## config.mk

```make
export PLATFORM = sky130hd
export DESIGN_NAME = pwm_buffered_timer
export DESIGN_NICKNAME = d
export VERILOG_FILES = /design/src/rtl/pwm_pkg.sv /design/src/rtl/pwm_prescaler.sv /design/src/rtl/pwm_period_ctr.sv /design/src/rtl/pwm_duty_reg.sv /design/src/rtl/pwm_out_stage.sv /design/src/rtl/pwm_buffered_timer.sv
export SDC_FILE = /design/constraint.sdc
export NUM_CORES = 1
export LEC_CHECK = 0
export BUFFER_PORTS_ARGS = -buffer_cell sky130_fd_sc_hd__clkbuf_2
export CORE_ASPECT_RATIO = 1.5
export CORE_MARGIN = 5
export CORE_UTILIZATION = 56
export CTS_BUF_LIST = sky130_fd_sc_hd__clkbuf_4
export DETAILED_ROUTE_END_ITERATION = 6
export MAX_ROUTING_LAYER = met4
export PLACE_DENSITY = 0.75
export SYNTH_ARGS = -nofsm -noshare
export SYNTH_HDL_FRONTEND = slang
export SYNTH_SLANG_ARGS = --single-unit
export TNS_END_PERCENT = 50
```

## constraint.sdc

```tcl
create_clock -name clk_i -period 2.55 [get_ports clk_i]
set_input_delay 0.51 -clock clk_i [delete_from_list [all_inputs] [get_ports clk_i]]
set_output_delay 0.51 -clock clk_i [all_outputs]
set_load 0.05 [all_outputs]
```

## src/rtl/pwm_pkg.sv

```systemverilog
package pwm_pkg;
  localparam int unsigned CNT_W    = 8;
  localparam int unsigned CNT_LAST = 249;
  localparam int unsigned SEL_W    = 3;
  localparam int unsigned PRE_W    = 12;

  // terminal prescaler count for each select code
  function automatic logic [PRE_W-1:0] div_last(input logic [SEL_W-1:0] sel);
    int unsigned sh;
    case (sel)
      3'd0:    sh = 1;
      3'd1:    sh = 3;
      3'd2:    sh = 5;
      3'd3:    sh = 7;
      3'd4:    sh = 8;
      3'd5:    sh = 10;
      3'd6:    sh = 11;
      default: sh = 12;
    endcase
    return PRE_W'((32'd1 << sh) - 32'd1);
  endfunction
endpackage

```

## src/rtl/pwm_prescaler.sv

```systemverilog
module pwm_prescaler
  import pwm_pkg::*;
(
  input  logic             clk_i,
  input  logic             rst_ni,
  input  logic             run_i,
  input  logic [SEL_W-1:0] sel_i,
  output logic             tick_o
);
  logic [PRE_W-1:0] cnt_q;
  logic [SEL_W-1:0] sel_q;
  logic             restart;

  assign restart = (sel_i != sel_q);
  assign tick_o  = run_i && !restart && (cnt_q == div_last(sel_i));

  always_ff @(posedge clk_i or negedge rst_ni) begin
    if (!rst_ni) begin
      cnt_q <= '0;
      sel_q <= '0;
    end else begin
      sel_q <= sel_i;
      if (!run_i || restart || tick_o) cnt_q <= '0;
      else                             cnt_q <= cnt_q + 1'b1;
    end
  end
endmodule

```

## src/rtl/pwm_period_ctr.sv

```systemverilog
module pwm_period_ctr
  import pwm_pkg::*;
(
  input  logic             clk_i,
  input  logic             rst_ni,
  input  logic             run_i,
  input  logic             tick_i,
  output logic [CNT_W-1:0] cnt_o,
  output logic             wrap_o
);
  localparam logic [CNT_W-1:0] LAST = CNT_W'(CNT_LAST);
  logic [CNT_W-1:0] cnt_q;

  assign cnt_o  = cnt_q;
  assign wrap_o = run_i && tick_i && (cnt_q == LAST);

  always_ff @(posedge clk_i or negedge rst_ni) begin
    if (!rst_ni)      cnt_q <= '0;
    else if (!run_i)  cnt_q <= '0;
    else if (wrap_o)  cnt_q <= '0;
    else if (tick_i)  cnt_q <= cnt_q + 1'b1;
  end
endmodule

```

## src/rtl/pwm_duty_reg.sv

```systemverilog
module pwm_duty_reg
  import pwm_pkg::*;
(
  input  logic             clk_i,
  input  logic             rst_ni,
  input  logic             run_i,
  input  logic             wrap_i,
  input  logic             we_i,
  input  logic [CNT_W-1:0] wdata_i,
  output logic [CNT_W-1:0] act_o,
  output logic [CNT_W-1:0] buf_o
);
  logic [CNT_W-1:0] buf_q, act_q;

  assign act_o = act_q;
  assign buf_o = buf_q;

  always_ff @(posedge clk_i or negedge rst_ni) begin
    if (!rst_ni) begin
      buf_q <= '0;
      act_q <= '0;
    end else begin
      if (we_i) buf_q <= wdata_i;
      if (!run_i && we_i) act_q <= wdata_i;
      else if (wrap_i)    act_q <= we_i ? wdata_i : buf_q; // same-cycle write wins
    end
  end
endmodule

```

## src/rtl/pwm_out_stage.sv

```systemverilog
module pwm_out_stage
  import pwm_pkg::*;
(
  input  logic             clk_i,
  input  logic             rst_ni,
  input  logic             run_i,
  input  logic             inv_i,
  input  logic [CNT_W-1:0] cnt_i,
  input  logic [CNT_W-1:0] duty_i,
  output logic             pwm_o,
  output logic             oe_o
);
  logic pwm_q, oe_q, active;

  assign active = (cnt_i < duty_i);
  assign pwm_o  = pwm_q;
  assign oe_o   = oe_q;

  always_ff @(posedge clk_i or negedge rst_ni) begin
    if (!rst_ni) begin
      pwm_q <= 1'b0;
      oe_q  <= 1'b0;
    end else begin
      oe_q  <= run_i;
      pwm_q <= run_i ? (active ^ inv_i) : 1'b0;
    end
  end
endmodule

```

## src/rtl/pwm_buffered_timer.sv

```systemverilog
module pwm_buffered_timer
  import pwm_pkg::*;
(
  input  logic             clk_i,
  input  logic             rst_ni,
  input  logic             en_i,
  input  logic             inv_i,
  input  logic [2:0]       clk_sel_i,
  input  logic             duty_we_i,
  input  logic [7:0]       duty_wdata_i,
  output logic             pwm_o,
  output logic             pwm_oe_o
);
  logic             tick, wrap;
  logic [CNT_W-1:0] cnt, duty_act, duty_buf;

  pwm_prescaler u_pre (
    .clk_i(clk_i), .rst_ni(rst_ni), .run_i(en_i), .sel_i(clk_sel_i), .tick_o(tick)
  );

  pwm_period_ctr u_ctr (
    .clk_i(clk_i), .rst_ni(rst_ni), .run_i(en_i), .tick_i(tick),
    .cnt_o(cnt), .wrap_o(wrap)
  );

  pwm_duty_reg u_duty (
    .clk_i(clk_i), .rst_ni(rst_ni), .run_i(en_i), .wrap_i(wrap),
    .we_i(duty_we_i), .wdata_i(duty_wdata_i), .act_o(duty_act), .buf_o(duty_buf)
  );

  pwm_out_stage u_out (
    .clk_i(clk_i), .rst_ni(rst_ni), .run_i(en_i), .inv_i(inv_i),
    .cnt_i(cnt), .duty_i(duty_act), .pwm_o(pwm_o), .oe_o(pwm_oe_o)
  );
endmodule

```

Word-level counts from Yosys, hierarchy flattened
Index checks and enable logic that the tools add are counted.
W data, S select, Z words.
{"block": "classes", "n_addsub": 3, "n_lt_le_gt_ge": 1, "eq_ne": 10, "shift": 1, "mux": 9, "bitwise": 1, "n_reduce_logical": 11}
{"cell": "$mux W8", "count": 6}
{"cell": "$pmux W4 S7", "count": 1}
{"cell": "$add A12 B1 Y12 const B", "count": 1}
{"cell": "$eq A12 B12 Y1", "count": 1}
{"cell": "$mux W12", "count": 1}
{"cell": "$shl A1 B4 Y12 const A", "count": 1}
{"cell": "$sub A12 B1 Y12 const B", "count": 1}
{"cell": "$eq A3 B3 Y1 const B", "count": 3}
{"cell": "$add A8 B1 Y8 const B", "count": 1}
{"cell": "$eq A8 B8 Y1 const B", "count": 1}
{"cell": "$lt A8 B8 Y1", "count": 1}
{"cell": "$eq A3 B2 Y1 const B", "count": 2}
{"cell": "$logic_and A1 B1 Y1", "count": 5}
{"cell": "$eq A3 B1 Y1 const B", "count": 1}
{"cell": "$logic_not A3 Y1", "count": 1}
{"cell": "$ne A3 B1 Y1 const B", "count": 1}
{"cell": "$ne A3 B3 Y1", "count": 1}
{"cell": "$logic_not A1 Y1", "count": 2}
{"cell": "$logic_or A1 B1 Y1", "count": 2}
{"cell": "$reduce_bool A2 Y1", "count": 1}
{"cell": "$mux W1", "count": 1}
{"cell": "$xor A1 B1 Y1", "count": 1}
{"block": "totals", "regBits": 41, "in_bits": 16, "out_inout_bits": 2, "word_cells": 43}

Depth between registers and ports, before layout
Gate-level depths: netlist of the first run.
{"block": "depth", "depth_word": 10, "depth_mapped": 13, "ltp_nobuf": 9}

Modules after synthesis
A second synthesis of the first run with hierarchy kept.
{"block": "hier_totals", "hier_cells": 288, "hier_area_um2": 2765.2}
{"module": "pwm_prescaler", "n_inst": 1, "cells_each": 127, "area_per_inst_um2": 1146.1, "seq_area_each_um2": 375.4}
{"module": "pwm_duty_reg", "n_inst": 1, "cells_each": 71, "area_per_inst_um2": 813.3, "seq_area_each_um2": 400.4}
{"module": "pwm_period_ctr", "n_inst": 1, "cells_each": 59, "area_per_inst_um2": 534.3, "seq_area_each_um2": 200.2}
{"module": "pwm_out_stage", "n_inst": 1, "cells_each": 31, "area_per_inst_um2": 271.5, "seq_area_each_um2": 50.0}

Least setup slack after synthesis of the first run
Ideal clock, no wire load.
{"block": "synth_path", "kind": "input to register", "from": "in clk_sel_i[0]", "to": "reg u_duty.act_q[0] (netlist: u_duty.act_o[0])", "setup_time_ns": 0.125, "arrival_time_ns": 3.177, "required_time_ns": 2.425, "path_slack_ns": -0.752, "stages": 12, "path_buffers": 3, "cell_sequence": "clkbuf_1 buf_2 or3_1 ha_1 xor2_1 o211ai_1 or3_1 a221o_1 nor4_4 a22o_1 buf_6 mux2_4"}
{"block": "synth_via", "elab_chain_len": 9, "word_cells_on_any_way": 18, "cone_classes": "add/sub (1); eq/ne (8); shift (1); mux (1); reduce/logical (7)"}
{"element": "from (decl)", "line": "pwm_buffered_timer.sv:8", "rtl": "input logic [2:0] clk_sel_i,"}
{"element": "$eq A3 B3 Y1 (tied with other cells)", "line": "pwm_pkg.sv:10", "rtl": "case (sel)"}
{"element": "$pmux W4 S7", "line": "pwm_pkg.sv:10"}
{"element": "$shl A1 B4 Y12", "line": "pwm_pkg.sv:20", "rtl": "return PRE_W'((32'd1 << sh) - 32'd1);"}
{"element": "$sub A12 B1 Y12", "line": "pwm_pkg.sv:20"}
{"element": "$eq A12 B12 Y1", "line": "pwm_prescaler.sv:15", "rtl": "assign tick_o = run_i && !restart && (cnt_q == div_last(sel_i));"}
{"element": "$logic_and A1 B1 Y1 *", "line": "pwm_prescaler.sv:15"}
{"element": "$logic_and A1 B1 Y1 * (2 in a row)", "line": "pwm_period_ctr.sv:15", "rtl": "assign wrap_o = run_i && tick_i && (cnt_q == LAST);"}
{"element": "$reduce_bool A2 Y1 (no source line) *"}
{"element": "to (signal assigned)", "line": "pwm_duty_reg.sv:24", "rtl": "if (!run_i && we_i) act_q <= wdata_i;"}
{"element": "to (signal assigned)", "line": "pwm_duty_reg.sv:25", "rtl": "else if (wrap_i) act_q <= we_i ? wdata_i : buf_q;"}
{"element": "to (decl)", "line": "pwm_duty_reg.sv:13", "rtl": "logic [CNT_W-1:0] buf_q, act_q;"}
Every way passes the cells marked *; elsewhere a longest branch is shown, timed or not.
A chain may end at the register's enable or synchronous reset.

Final worst setup path of the first run
{"block": "layout_path", "from": "in clk_sel_i[0]", "to": "reg u_duty.act_q[3] (netlist: u_duty.act_o[3])"}
The elaborated chain is that of the path after synthesis.

==> tab_implementation.tex, run 1 <==
\begin{tabular}{lr}
\hline
Metric & Value \\
\hline
\multicolumn{2}{l}{\textbf{Yosys}} \\
\quad Synthesized-area fraction occupied by ao, oa, aoi and oai cells & 12.3\% \\
\quad Number of enable-type register cells in the synthesized netlist & 0 \\
\quad Xor/xnor share of the synthesized area & 5.64\% \\
\quad Post-synthesis simple-gate area fraction & 19.9\% \\
\quad Synth cell types & 60 \\
\quad Async set-reset flop share out of synthesis & 100\% \\
\quad Dominant combinational cell family by area after synthesis & simple AND/OR/NAND/NOR gates \\
\quad Post-synthesis cell area & 2490 um\^{}2 \\
\quad Most instantiated flip-flop cell in the synthesis netlist & dfrtp\_1 \\
\quad Share of synthesized area occupied by flip-flops and latches & 41.3\% \\
\quad \#FFs+latches synth & 41 \\
\quad Synthesized net count & around 280 \\
\quad Synthesized-area fraction occupied by adder cells & under 10\% \\
\quad Mean instance size in the synthesized netlist & 9.71 um\^{}2 \\
\quad Post-synthesis mux area share & 8.86\% \\
\quad Synthesis warning total & 0 \\
\quad Gate count after technology mapping & 256 \\
\multicolumn{2}{l}{\textbf{Critical path}} \\
\quad Nature of the critical path endpoint & flop \\
\quad Series of cell instances along the critical path & buf\_6 -> or3\_4 -> ha\_4 -> xor2\_1 -> o211ai\_1 -> or3\_1 -> a221o\_1 -> nor4\_4 -> a22o\_1 -> buf\_12 -> mux2\_4 \\
\quad Worst path arrival time & 2.97 ns \\
\quad Crit path kind & in2reg \\
\quad Slowest Stage Delay on Critical Path & 0.38 ns \\
\quad Largest fanout on the critical path & 8 \\
\quad Type of element launching the critical path & input port \\
\quad Worst-path cell with the longest stage delay & or3\_4 \\
\quad Critical path data required time & 2.81 ns \\
\multicolumn{2}{l}{\textbf{Power}} \\
\quad Maximum vdd ir drop & 0.000338 V \\
\quad Leakage & 0.00129 uW \\
\quad Cell Pwr Density & roughly 520 nW/um\^{}2 \\
\quad Sw Pwr & roughly 370 uW \\
\quad Clk network pwr share & between 30 and 40\% \\
\quad Total design power & roughly 1500 uW \\
\quad P\_int & 1120 uW \\
\quad Part of the power in combinational logic & 15.7\% \\
\quad Switching part of the total power & 24.8\% \\
\quad Sequential share of power & 47.9\% \\
\multicolumn{2}{l}{\textbf{Timing}} \\
\quad Rel. slew slack & 64.8\% \\
\quad Max Freq & 368 MHz \\
\quad Number of pins exceeding their max-slew limit in the final report & 0 \\
\quad TNS Setup & -1.26 ns \\
\quad Share of the clock period used by the worst path & 106\% \\
\quad Post-layout minimum cycle time & between 2 and 3 ns \\
\quad Worst clock skew & $\sim$0.0084 ns \\
\quad Fin. Hold Viols & 0 \\
\quad Least-Margin Pin Slew & 0.527 ns \\
\quad Setup Viol. Count Final & 8 \\
\quad Post-layout worst setup margin & -0.164 ns \\
\quad Setup repair after global routing missed its margin & yes \\
\multicolumn{2}{l}{\textbf{Cells and area}} \\
\quad Number of nets in the layout & 312 \\
\quad Share of cells above drive strength 1 & 23.4\% \\
\quad Area used by sequential logic in the layout & slightly above 1000 um\^{}2 \\
\quad Area of combinational cells with multiple inputs & 1330 um\^{}2 \\
\quad Diode insertion count for antenna repair & 0 \\
\quad Area overhead of the layout relative to synthesis & 15.1\% \\
\quad Filler cell count & about 360 \\
\quad Final core occ & 66.8\% \\
\quad Post-route insts no fill & 332 \\
\quad Final Cell Area & 2860 um\^{}2 \\
\multicolumn{2}{l}{\textbf{Global routing}} \\
\quad Vias in the first global route & around 1.9k \\
\quad Grt total ovfl & 0 \\
\quad Number of antenna violations at the first check in global routing & 0 \\
\quad Combined global-route utilization of all metal layers & between 10\% and 20\% \\
\quad Pin count of the biggest net entering global routing & 42 \\
\quad First-pass GRT wire length & 8410 um \\
\multicolumn{2}{l}{\textbf{Run}} \\
\quad Maximum capacitance violations & 0 \\
\multicolumn{2}{l}{\textbf{Route}} \\
\quad Initial detailed-routing violation count & a little under 90 \\
\quad Number of vias per cell after detailed routing & 5.83 \\
\quad Vias & a little under 2k \\
\quad DRC errors left & 0 \\
\quad Wire length reported by the detailed router & between 4000 and 5000 um \\
\quad Number of routed nets with antenna violations & 0 \\
\quad First-pass DRT Iterations & 5 \\
\quad Post-DR wirelength/cell & 14.9 um \\
\multicolumn{2}{l}{\textbf{Status}} \\
\quad Outcome & complete, but fails checks \\
\quad Violations in the final reports & setup timing \\
\multicolumn{2}{l}{\textbf{Place}} \\
\quad Number of buffers added on ports & 17 \\
\quad Placed insts & around 320 \\
\quad Gp weighted congestion & 0.805 \\
\quad Post-place instance area & 2700 um\^{}2 \\
\quad HPWL reported at the end of detailed placement & between 3000 and 4000 um \\
\multicolumn{2}{l}{\textbf{Floorplan}} \\
\quad Die Y & between 90 and 100 um \\
\quad Die Area & 5900 um\^{}2 \\
\quad Top Ports & 18 \\
\quad Effective utilization at floorplan & 58.1\% \\
\quad Standard cell core area & 4280 um\^{}2 \\
\quad X dimension of the die & 64.4 um \\
\quad Count of standard-cell rows & 29 \\
\multicolumn{2}{l}{\textbf{Hold path}} \\
\quad Hold Path Class & in2async \\
\multicolumn{2}{l}{\textbf{Clock tree}} \\
\quad Later-pin clock latency in the skew report & 0.36 ns \\
\quad TritonCTS clock tree & built \\
\quad CTS clock-pin slew for the worst setup and hold paths & 0.13 ns \\
\quad Max Buffers Root-to-Sink & 2 \\
\quad Number of buffers inserted during clock tree synthesis & 5 \\
\quad Buffer type at the clock tree root & clkbuf\_4 \\
\quad Clock Sink Count & 41 \\
\quad H-Tree Level Count & 2 \\
\quad Post-CTS Hold Buffers & 0 \\
\hline
\end{tabular}
## state kept, by name, summed over array words and instances, names as in the netlist
signal        count
u_pre.sel_q       3
u_pre.cnt_q      12
u_out.oe_o        1
u_duty.buf_o      8
u_duty.act_o      8
u_out.pwm_o       1
u_ctr.cnt_o       8
## cells in the final DEF (no fill, tap or decap), types with 3 or more instances in the layout
cell type	netlist	layout
dfrtp_1	41	41
nor2_1	27	27
inv_1	21	21
buf_4	1	16
clkbuf_2	0	15
xnor2_1	10	10
a21oi_1	10	10
o21ai_0	10	10
ha_1	11	10
mux2_2	8	8
nand3_1	8	8
nand2_1	8	8
mux2_4	8	8
nand4_1	7	7
nand2b_1	7	7
xor2_1	6	6
nor3_1	6	5
clkbuf_4	0	5
and3_1	4	4
nor4_1	3	3
o31ai_1	3	3
a211oi_1	3	3
## per-layer routing
layer	up-vias	wire, um	share of wire (%)	track usage (%)
li1	958	-	-	-
met1	921	1940	39	19.4
met2	46	2730	55	34.2
met3	10	165	3.3	3.83
met4	0	109	2.2	7.05
met5	-	0	0	-
## cells in the mapped netlist, types with 3 or more instances
library cell | count | area share [%]
xnor2_1 | 10 | 3.5
nand2_1 | 8 | 1.2
dfrtp_1 | 41 | 41
and3_1 | 4 | 1.0
nand4_1 | 7 | 1.8
nor2_1 | 27 | 4.1
nor4_1 | 3 | 0.75
nor3_1 | 6 | 1.2
nand3_1 | 8 | 1.6
mux2_2 | 8 | 3.6
mux2_4 | 8 | 4.8
clkbuf_1 | 3 | 0.45
o31ai_1 | 3 | 0.91
ha_1 | 11 | 5.5
nand2b_1 | 7 | 1.8
inv_1 | 21 | 3.2
xor2_1 | 6 | 2.1
buf_2 | 6 | 1.2
o21ai_0 | 10 | 2.0
a211oi_1 | 3 | 0.91
a21oi_1 | 10 | 2.0
## power by group through the flow
stage	sequential (uW)	combinational (uW)	clock (uW)
5_1_grt	718	257	592
2_1_floorplan	725	153	0
4_1_cts	714	230	560
6_report	712	233	543
3_3_place_gp	726	218	0
3_5_place_dp	726	227	0
## logic make-up (layout without fill, tap and decap cells)
group / Yosys count / in the layout
simple gates: 89 / 89
mux: 17 / 17
fa+ha+maj: 11 / 11
flops: 41 / 41
xor+xnor: 16 / 16
buf+inv: 35 / 65
compound gates: 46 / 46
other cells: 1 / 1
## final timing paths
| kind | startpoint | end | slack, ns | depth (start not counted) |
|---|---|---|---|---|
| setup / recovery | clk_sel_i[0] | u_duty.act_o[3]$_DFFE_PN0P_ | -0.16 | 11 |
| hold / removal | rst_ni | u_ctr.cnt_o[3]$_DFFE_PN0P_ | 0.18 | 2 |
| setup reg to reg | u_pre.cnt_q[3]$_DFF_PN0_ | u_duty.act_o[3]$_DFFE_PN0P_ | 0.05 | 8 |
| hold reg to reg | u_duty.buf_o[4]$_DFF_PN0_ | u_duty.buf_o[4]$_DFF_PN0_ | 0.51 | 1 |
| max in group asynchronous | rst_ni | u_duty.buf_o[0]$_DFF_PN0_ | 2.00 | 2 |
| min in group clk_i | en_i | u_out.oe_o$_DFF_PN0_ | 0.31 | 1 |
## final cells by class
class,instances,share of cell area [%]
multi-input cells,180,46.5
clock buffers,5,1.31
clock inverters,3,2.40
repair buffers,35,9.01
inverters,22,2.89
well taps,46,2.01
flip-flops and latches,41,35.9
## per-stage QoR
stage                     hold WS (ns)  worst slack, ns
after floorplan                  0.214         -0.00610
after global placement           0.484           -0.660
after detailed placement         0.486           -0.736
after CTS                        0.203           -0.182
after global routing             0.221           -0.254
final                            0.180           -0.164
## timing repair
item	CTS	global route
buffers inserted	2	1
pin swaps	4	3
endpoints found under the setup margin	11	27
gates resized for setup	0	7
## worst max-delay path: cells and delay by family
family	cells	cell delay (ns)
AO/OA/AOI/OAI	3	0.65
XOR/XNOR	1	0.14
adder cells (fa/ha/maj)	1	0.27
buffers and inverters	2	0.23
multiplexers	1	0.30
AND/OR/NAND/NOR	3	0.85
No activity file was read; power rests on OpenSTA's default activity.
==> run 2: changes to the inputs <==
- CELL_PAD_IN_SITES_DETAIL_PLACEMENT: not set -> 0
- CELL_PAD_IN_SITES_GLOBAL_PLACEMENT: not set -> 1
- CORE_UTILIZATION: 56 -> 44
==> run 2 against run 1 <==
The run still ends with setup timing left. Critical path depth unchanged. Count of clock-buffer cells in the layout did not move. Clock power down 0.9%. First-iteration DRC count is 39% higher. Non-clock buffer count rose by 1. Register-to-register slack better by 0.04 ns.
==> tab_implementation.tex, run 2 (synthesis gave the netlist of run 1 again) <==
\begin{tabular}{lr}
\hline
Metric & Value \\
\hline
\multicolumn{2}{l}{\textbf{Power}} \\
\quad Sequential share of power & 48.3\% (was 47.9\%) \\
\quad Part of the power in combinational logic & 15.2\% (was 15.7\%) \\
\quad Clk network pwr share & 36.4\% (was 36.5\%) \\
\quad Leakage & 0.00129 uW (about the same) \\
\quad Cell Pwr Density & 511 nW/um\^{}2 (was 520 nW/um\^{}2) \\
\quad Maximum vdd ir drop & 0.000269 V (was 0.000338 V) \\
\quad P\_int & 1110 uW (was 1120 uW) \\
\quad Switching part of the total power & 24.6\% (was 24.8\%) \\
\quad Sw Pwr & 363 uW (was 370 uW) \\
\multicolumn{2}{l}{\textbf{Clock tree}} \\
\quad CTS clock-pin slew for the worst setup and hold paths & 0.13 ns (about the same) \\
\quad Later-pin clock latency in the skew report & 0.35 ns (was 0.36 ns) \\
\quad Buffer type at the clock tree root & clkbuf\_4 (unchanged) \\
\quad H-Tree Level Count & 2 (unchanged) \\
\quad Number of buffers inserted during clock tree synthesis & 5 (unchanged) \\
\quad Clock Sink Count & 41 (unchanged) \\
\quad TritonCTS clock tree & built (unchanged) \\
\quad Max Buffers Root-to-Sink & 2 (unchanged) \\
\multicolumn{2}{l}{\textbf{Timing}} \\
\quad Post-layout worst setup margin & -0.156 ns (was -0.164 ns) \\
\quad TNS Setup & -1.19 ns (was -1.26 ns) \\
\quad Number of pins exceeding their max-slew limit in the final report & 0 (unchanged) \\
\quad Setup repair after global routing missed its margin & yes (unchanged) \\
\quad Post-layout minimum cycle time & 2.71 ns (about the same) \\
\quad Share of the clock period used by the worst path & 106\% (about the same) \\
\quad Max Freq & 370 MHz (was 368 MHz) \\
\quad Fin. Hold Viols & 0 (unchanged) \\
\quad Worst clock skew & 0.00591 ns (was 0.00839 ns) \\
\quad Setup Viol. Count Final & 9 (was 8) \\
\quad Worst Hold Slack & 0.0893 ns (was 0.180 ns) \\
\multicolumn{2}{l}{\textbf{Cells and area}} \\
\quad Number of nets in the layout & 313 (was 312) \\
\quad Max reg flops & 12 (unchanged) \\
\quad Register bank with the most flops & u\_pre.cnt\_q (unchanged) \\
\quad Leading cell types in the layout, fill and taps excluded & 41 x dfrtp\_1, 27 x nor2\_1, 21 x inv\_1 (unchanged) \\
\quad Share of cells above drive strength 1 & 23.3\% (was 23.4\%) \\
\quad Area overhead of the layout relative to synthesis & 16.2\% (was 15.1\%) \\
\quad Most common cell after layout, fill and taps aside & dfrtp\_1 (unchanged) \\
\quad Diode insertion count for antenna repair & 0 (unchanged) \\
\quad Post-route insts no fill & 357 (was 332) \\
\quad Filler cell count & 503 (was 361) \\
\multicolumn{2}{l}{\textbf{Critical path}} \\
\quad Worst-path cell with the longest stage delay & or3\_1 (was or3\_4) \\
\quad Worst path arrival time & 2.96 ns (was 2.97 ns) \\
\quad Crit path kind & in2reg (unchanged) \\
\quad Most frequent cell on the critical path & or3\_1 \\
\quad Critical path data required time & 2.80 ns (was 2.81 ns) \\
\quad Crit path buffers/inverters & 2 (unchanged) \\
\quad Type of element launching the critical path & input port (unchanged) \\
\quad Largest delay contributor family on the critical path & simple AND/OR/NAND/NOR gates (unchanged) \\
\quad Slowest Stage Delay on Critical Path & 0.36 ns (was 0.38 ns) \\
\quad Series of cell instances along the critical path & buf\_6 -> or3\_1 -> ha\_1 -> xor2\_1 -> o211ai\_1 -> or3\_1 -> a221o\_1 -> nor4\_4 -> a22o\_1 -> buf\_12 -> mux2\_4 (was buf\_6 -> or3\_4 -> ha\_4 -> xor2\_1 -> o211ai\_1 -> or3\_1 -> a221o\_1 -> nor4\_4 -> a22o\_1 -> buf\_12 -> mux2\_4) \\
\quad Largest fanout on the critical path & 8 (unchanged) \\
\quad Nature of the critical path endpoint & flop (unchanged) \\
\multicolumn{2}{l}{\textbf{Status}} \\
\quad Outcome & complete, but fails checks (unchanged) \\
\quad Violations in the final reports & setup timing (unchanged) \\
\multicolumn{2}{l}{\textbf{Route}} \\
\quad DRC errors left & 0 (unchanged) \\
\quad Initial detailed-routing violation count & 124 (was 89) \\
\quad Number of routed nets with antenna violations & 0 (unchanged) \\
\quad First-pass DRT Iterations & 6 (was 5) \\
\quad Number of vias per cell after detailed routing & 5.45 (was 5.83) \\
\quad Vias & 1,946 (was 1,935) \\
\quad Post-DR wirelength/cell & 14.7 um (was 14.9 um) \\
\quad Wire length reported by the detailed router & 5250 um (was 4940 um) \\
\multicolumn{2}{l}{\textbf{Global routing}} \\
\quad Vias in the first global route & 1,934 (was 1,883) \\
\quad Number of antenna violations at the first check in global routing & 0 (unchanged) \\
\quad Combined global-route utilization of all metal layers & 15.9\% (was 18.8\%) \\
\quad First-pass GRT wire length & 8940 um (was 8410 um) \\
\quad Pin count of the biggest net entering global routing & 25 (was 42) \\
\quad Grt total ovfl & 0 (unchanged) \\
\multicolumn{2}{l}{\textbf{Floorplan}} \\
\quad Top Ports & 18 (unchanged) \\
\quad Die Y & 102 um (was 91.6 um) \\
\quad Standard cell core area & 5490 um\^{}2 (was 4280 um\^{}2) \\
\quad Effective utilization at floorplan & 45.3\% (was 58.1\%) \\
\quad Count of standard-cell rows & 33 (was 29) \\
\quad X dimension of the die & 71.4 um (was 64.4 um) \\
\quad Die Area & 7280 um\^{}2 (was 5900 um\^{}2) \\
\multicolumn{2}{l}{\textbf{Place}} \\
\quad Placed insts & 346 (was 322) \\
\quad Post-placement worst setup slack & -0.713 ns (was -0.736 ns) \\
\quad Number of buffers added on ports & 17 (unchanged) \\
\quad HPWL reported at the end of detailed placement & 4040 um (was 3590 um) \\
\quad Gp weighted congestion & 0.802 (was 0.805) \\
\multicolumn{2}{l}{\textbf{Hold path}} \\
\quad Hold Path Class & in2async (unchanged) \\
\multicolumn{2}{l}{\textbf{Run}} \\
\quad Maximum capacitance violations & 0 (unchanged) \\
\hline
\end{tabular}
run 2: changes by cell type in the layout (fill, tap and decap cells not counted), sizes merged:
cell	before	now
clkbuf	20	21
run 2: per-stage QoR:
| stage | instance area (um^2) | utilization, % | total power, uW |
|---|---|---|---|
| 6_report | 2890 | 52.6 | 1480 |
| 4_1_cts | 2850 | 51.9 | 1510 |
| 3_5_place_dp | 2730 | 49.7 | 957 |
| 5_1_grt | 2890 | 52.6 | 1550 |
| 3_3_place_gp | 2730 | 49.7 | 947 |
| 2_1_floorplan | 2500 | - | 878 |
run 2: path summary, 6_finish.rpt:
check	slack [ns]	from	cells past startpoint	end
worst max register to register	0.09	u_pre.cnt_q[3]$_DFF_PN0_	8	u_duty.act_o[1]$_DFFE_PN0P_
worst min-delay path	0.09	rst_ni	1	u_ctr.cnt_o[3]$_DFFE_PN0P_
max in group asynchronous	1.78	rst_ni	2	u_duty.buf_o[7]$_DFF_PN0_
worst min register to register	0.51	u_duty.buf_o[1]$_DFF_PN0_	1	u_duty.buf_o[1]$_DFF_PN0_
worst max-delay path	-0.16	clk_sel_i[1]	11	u_duty.act_o[1]$_DFFE_PN0P_
min in group clk_i	0.32	en_i	1	u_out.oe_o$_DFF_PN0_
run 2: layout make-up:
cell class                      instances  area, um^2  area share [%]
Clock buffer                            5        37.5            1.30
Sequential cell                        41        1030            35.5
Inverter                               22        82.6            2.86
Clock inverter                          3        68.8            2.38
Timing Repair Buffer                   36         267            9.22
Tap cell                               70        87.6            3.03
Multi-Input combinational cell        180        1320            45.7
run 2: what timing repair did:
action                                 4_1_cts  5_1_grt
pin swaps                                    6        2
gates resized for setup                      0        7
setup buffers                                2        1
setup endpoints to repair                    9       12
endpoints found under the hold margin        0        0
cloned                                       0        0
hold buffers                                 0        0
run 2: routing by layer:
metal	vias to the layer above	track usage, %	part of all wire (%)
li1	961	-	-
met1	933	17.1	39
met2	38	29.0	55
met3	14	2.36	3.1
met4	0	6.22	2.4
met5	-	-	0
run 2: power by group through the flow:
| stage | sequential [uW] | clock [uW] | combinational (uW) |
|---|---|---|---|
| 2_1_floorplan | 725 | 0 | 153 |
| 3_3_place_gp | 726 | 0 | 221 |
| 3_5_place_dp | 727 | 0 | 229 |
| 4_1_cts | 715 | 561 | 229 |
| 5_1_grt | 720 | 582 | 253 |
| 6_report | 714 | 538 | 225 |
==> run 3: changes to the inputs <==
- SKIP_CTS_REPAIR_TIMING: not set -> 1
- SKIP_LAST_GASP: not set -> 1
==> run 3 against run 2 <==
The flow still finishes with violations (setup timing). Sequential share of layout area up 0.45 points. Flip-flop and latch count unchanged. Final cell count down 0.56%. Utilization down 0.66 points. Non-clock buffer count down 2. Power about the same. Combinational power about the same. Maximum frequency down 1.5%. First-iteration DRC count up 1.6%. Register-to-register slack about the same. Hold slack better by 0.0035 ns. Critical path depth unchanged. Largest cell class unchanged. Largest power group unchanged.
==> tab_implementation.tex, run 3 (synthesis gave the netlist of run 1 again) <==
\begin{tabular}{lr}
\hline
Metric & Value \\
\hline
\multicolumn{2}{l}{\textbf{Route}} \\
\quad Post-DR wirelength/cell & 14.8 um (was 14.7 um) \\
\quad Number of routed nets with antenna violations & 0 (unchanged) \\
\quad Number of vias per cell after detailed routing & 5.34 (was 5.45) \\
\quad Vias & 1,896 (was 1,946) \\
\quad First-pass DRT Iterations & 4 (was 6) \\
\quad Initial detailed-routing violation count & 126 (was 124) \\
\quad Wire length reported by the detailed router & 5240 um (was 5250 um) \\
\quad DRC errors left & 0 (unchanged) \\
\multicolumn{2}{l}{\textbf{Power}} \\
\quad Switching part of the total power & 24.6\% (about the same) \\
\quad P\_int & 1110 uW (about the same) \\
\quad Sw Pwr & 364 uW (was 363 uW) \\
\quad Maximum vdd ir drop & 0.000268 V (was 0.000269 V) \\
\quad Clk network pwr share & 36.5\% (was 36.4\%) \\
\quad Sequential share of power & 48.3\% (about the same) \\
\quad Cell Pwr Density & 518 nW/um\^{}2 (was 511 nW/um\^{}2) \\
\quad Leakage & 0.00128 uW (was 0.00129 uW) \\
\quad Part of the power in combinational logic & 15.2\% (about the same) \\
\multicolumn{2}{l}{\textbf{Floorplan}} \\
\quad Count of standard-cell rows & 33 (unchanged) \\
\quad Standard cell core area & 5490 um\^{}2 (unchanged) \\
\quad Die Area & 7280 um\^{}2 (unchanged) \\
\quad Effective utilization at floorplan & 45.3\% (unchanged) \\
\quad Top Ports & 18 (unchanged) \\
\quad X dimension of the die & 71.4 um (unchanged) \\
\quad Die Y & 102 um (unchanged) \\
\multicolumn{2}{l}{\textbf{Cells and area}} \\
\quad Final core occ & 51.9\% (was 52.6\%) \\
\quad Diode insertion count for antenna repair & 0 (unchanged) \\
\quad Post-route insts no fill & 355 (was 357) \\
\quad Area overhead of the layout relative to synthesis & 14.7\% (was 16.2\%) \\
\quad Most common cell after layout, fill and taps aside & dfrtp\_1 (unchanged) \\
\quad Share of cells above drive strength 1 & 22.1\% (was 23.3\%) \\
\quad Register bank with the most flops & u\_pre.cnt\_q (unchanged) \\
\quad Filler cell count & 508 (was 503) \\
\quad Leading cell types in the layout, fill and taps excluded & 41 x dfrtp\_1, 27 x nor2\_1, 21 x inv\_1 (unchanged) \\
\quad Max reg flops & 12 (unchanged) \\
\quad Final Cell Area & 2850 um\^{}2 (was 2890 um\^{}2) \\
\quad Number of nets in the layout & 311 (was 313) \\
\multicolumn{2}{l}{\textbf{Hold path}} \\
\quad Hold Path Class & in2async (unchanged) \\
\multicolumn{2}{l}{\textbf{Critical path}} \\
\quad Startpoint of the most critical register-to-register path & u\_pre.cnt\_q[3]\$\_DFF\_PN0\_ (unchanged) \\
\quad Most frequent cell on the critical path & or3\_1 (unchanged) \\
\quad Slowest Stage Delay on Critical Path & 0.36 ns (about the same) \\
\quad Largest fanout on the critical path & 8 (unchanged) \\
\quad Critical path data required time & 2.80 ns (about the same) \\
\quad Worst R2R Path Depth & 8 (unchanged) \\
\quad Series of cell instances along the critical path & buf\_6 -> or3\_1 -> ha\_1 -> xor2\_1 -> o211ai\_1 -> or3\_1 -> a221o\_1 -> nor4\_4 -> a22o\_1 -> buf\_12 -> mux2\_4 (unchanged) \\
\quad Type of element launching the critical path & input port (unchanged) \\
\quad Crit path kind & in2reg (unchanged) \\
\quad Worst r2r dst & u\_duty.act\_o[1]\$\_DFFE\_PN0P\_ (unchanged) \\
\quad Worst-path cell with the longest stage delay & or3\_1 (unchanged) \\
\quad Worst path arrival time & 3.00 ns (was 2.96 ns) \\
\quad Nature of the critical path endpoint & flop (unchanged) \\
\quad Reg2reg setup slack & 0.08 ns (was 0.09 ns) \\
\multicolumn{2}{l}{\textbf{Global routing}} \\
\quad Combined global-route utilization of all metal layers & 15.9\% (about the same) \\
\quad Number of antenna violations at the first check in global routing & 0 (unchanged) \\
\quad First-pass GRT wire length & 8950 um (was 8940 um) \\
\quad Grt total ovfl & 0 (unchanged) \\
\quad Pin count of the biggest net entering global routing & 25 (unchanged) \\
\quad Vias in the first global route & 1,940 (was 1,934) \\
\multicolumn{2}{l}{\textbf{Timing}} \\
\quad Worst Hold Slack & 0.0928 ns (was 0.0893 ns) \\
\quad Post-layout minimum cycle time & 2.75 ns (was 2.71 ns) \\
\quad Max Freq & 364 MHz (was 370 MHz) \\
\quad Worst clock skew & 0.00673 ns (was 0.00591 ns) \\
\quad Share of the clock period used by the worst path & 108\% (was 106\%) \\
\quad Fin. Hold Viols & 0 (unchanged) \\
\quad Setup repair after global routing missed its margin & yes (unchanged) \\
\quad Post-layout worst setup margin & -0.198 ns (was -0.156 ns) \\
\quad Setup Viol. Count Final & 8 (was 9) \\
\quad Number of pins exceeding their max-slew limit in the final report & 0 (unchanged) \\
\multicolumn{2}{l}{\textbf{Place}} \\
\quad HPWL reported at the end of detailed placement & 4040 um (unchanged) \\
\quad Gp weighted congestion & 0.802 (unchanged) \\
\quad Post-place instance area & 2730 um\^{}2 (unchanged) \\
\quad Placed insts & 346 (unchanged) \\
\quad Number of buffers added on ports & 17 (unchanged) \\
\multicolumn{2}{l}{\textbf{Clock tree}} \\
\quad Max Buffers Root-to-Sink & 2 (unchanged) \\
\quad Later-pin clock latency in the skew report & 0.35 ns (about the same) \\
\quad CTS clock-pin slew for the worst setup and hold paths & 0.13 ns (about the same) \\
\quad Number of buffers inserted during clock tree synthesis & 5 (unchanged) \\
\quad TritonCTS clock tree & built (unchanged) \\
\quad H-Tree Level Count & 2 (unchanged) \\
\quad Buffer type at the clock tree root & clkbuf\_4 (unchanged) \\
\quad Clock Sink Count & 41 (unchanged) \\
\multicolumn{2}{l}{\textbf{Status}} \\
\quad Outcome & complete, but fails checks (unchanged) \\
\quad Violations in the final reports & setup timing (unchanged) \\
\multicolumn{2}{l}{\textbf{Run}} \\
\quad Maximum capacitance violations & 0 (unchanged) \\
\hline
\end{tabular}
==> run 3: changes by cell type in the layout (fill, tap and decap cells not counted) <==
cell     before  now
buf_6         3    1
o22ai_1       0    1
o22ai_2       1    0
nand2_1       7    8
nand2_4       1    0
==> run 3: final cells by class <==
type                       instances  area [um^2]  area share (%)
clock buffer                       5         37.5            1.32
clock inverter                     3         68.8            2.41
inverter                          22         82.6            2.89
multi-input combinational        180         1310            45.8
sequential                        41         1030            36.0
tap                               70         87.6            3.07
timing repair buffer              34          244            8.55
==> run 3: through the flow <==
stage | setup WS, ns | total power [uW] | TNS (ns)
2_1_floorplan | -0.00610 | 878 | -0.0488
3_3_place_gp | -0.666 | 947 | -10.73
3_5_place_dp | -0.713 | 957 | -11.07
4_1_cts | -0.319 | 1500 | -2.51
5_1_grt | -0.301 | 1550 | -2.38
6_report | -0.198 | 1480 | -1.51
==> run 3: worst max path at each step <==
stage / endpoint / cells after the start / slack [ns] / start
6_report: u_duty.act_o[1]$_DFFE_PN0P_ / 11 / -0.20 / clk_sel_i[1]
5_1_grt: u_duty.act_o[1]$_DFFE_PN0P_ / 11 / -0.30 / clk_sel_i[1]
2_1_floorplan: u_duty.act_o[0]$_DFFE_PN0P_ / 8 / -0.006 / clk_sel_i[0]
3_5_place_dp: u_duty.act_o[1]$_DFFE_PN0P_ / 11 / -0.71 / clk_sel_i[0]
3_3_place_gp: u_duty.act_o[3]$_DFFE_PN0P_ / 11 / -0.67 / clk_sel_i[0]
4_1_cts: u_duty.act_o[1]$_DFFE_PN0P_ / 11 / -0.32 / clk_sel_i[0]
==> run 3: power by group through the flow <==
stage               sequential, uW  combinational [uW]  clock, uW
floorplan                      725                 153          0
global placement               726                 221          0
detailed placement             727                 229          0
CTS                            715                 229        561
global route                   720                 252        582
finish                         714                 225        539
==> run 3: per-layer routing <==
| layer | vias up | track usage [%] | share of wire (%) | wire (um) |
|---|---|---|---|---|
| met4 | 0 | 6.22 | 2.3 | 119 |
| met3 | 12 | 2.36 | 2.6 | 134 |
| met5 | - | - | 0 | 0 |
| met2 | 26 | 29.2 | 55 | 2890 |
| li1 | 952 | - | - | - |
| met1 | 906 | 17.1 | 40 | 2100 |
==> run 3: critical path, delay by kind of cell <==
family                     cells  cell delay (ns)
AOI/OAI and AO/OA              3             0.66
and+or+nand+nor                3             0.83
adders and majority gates      1             0.29
xor gates and xnor gates       1             0.16
buffers and inverters          2             0.23
muxes                          1             0.30
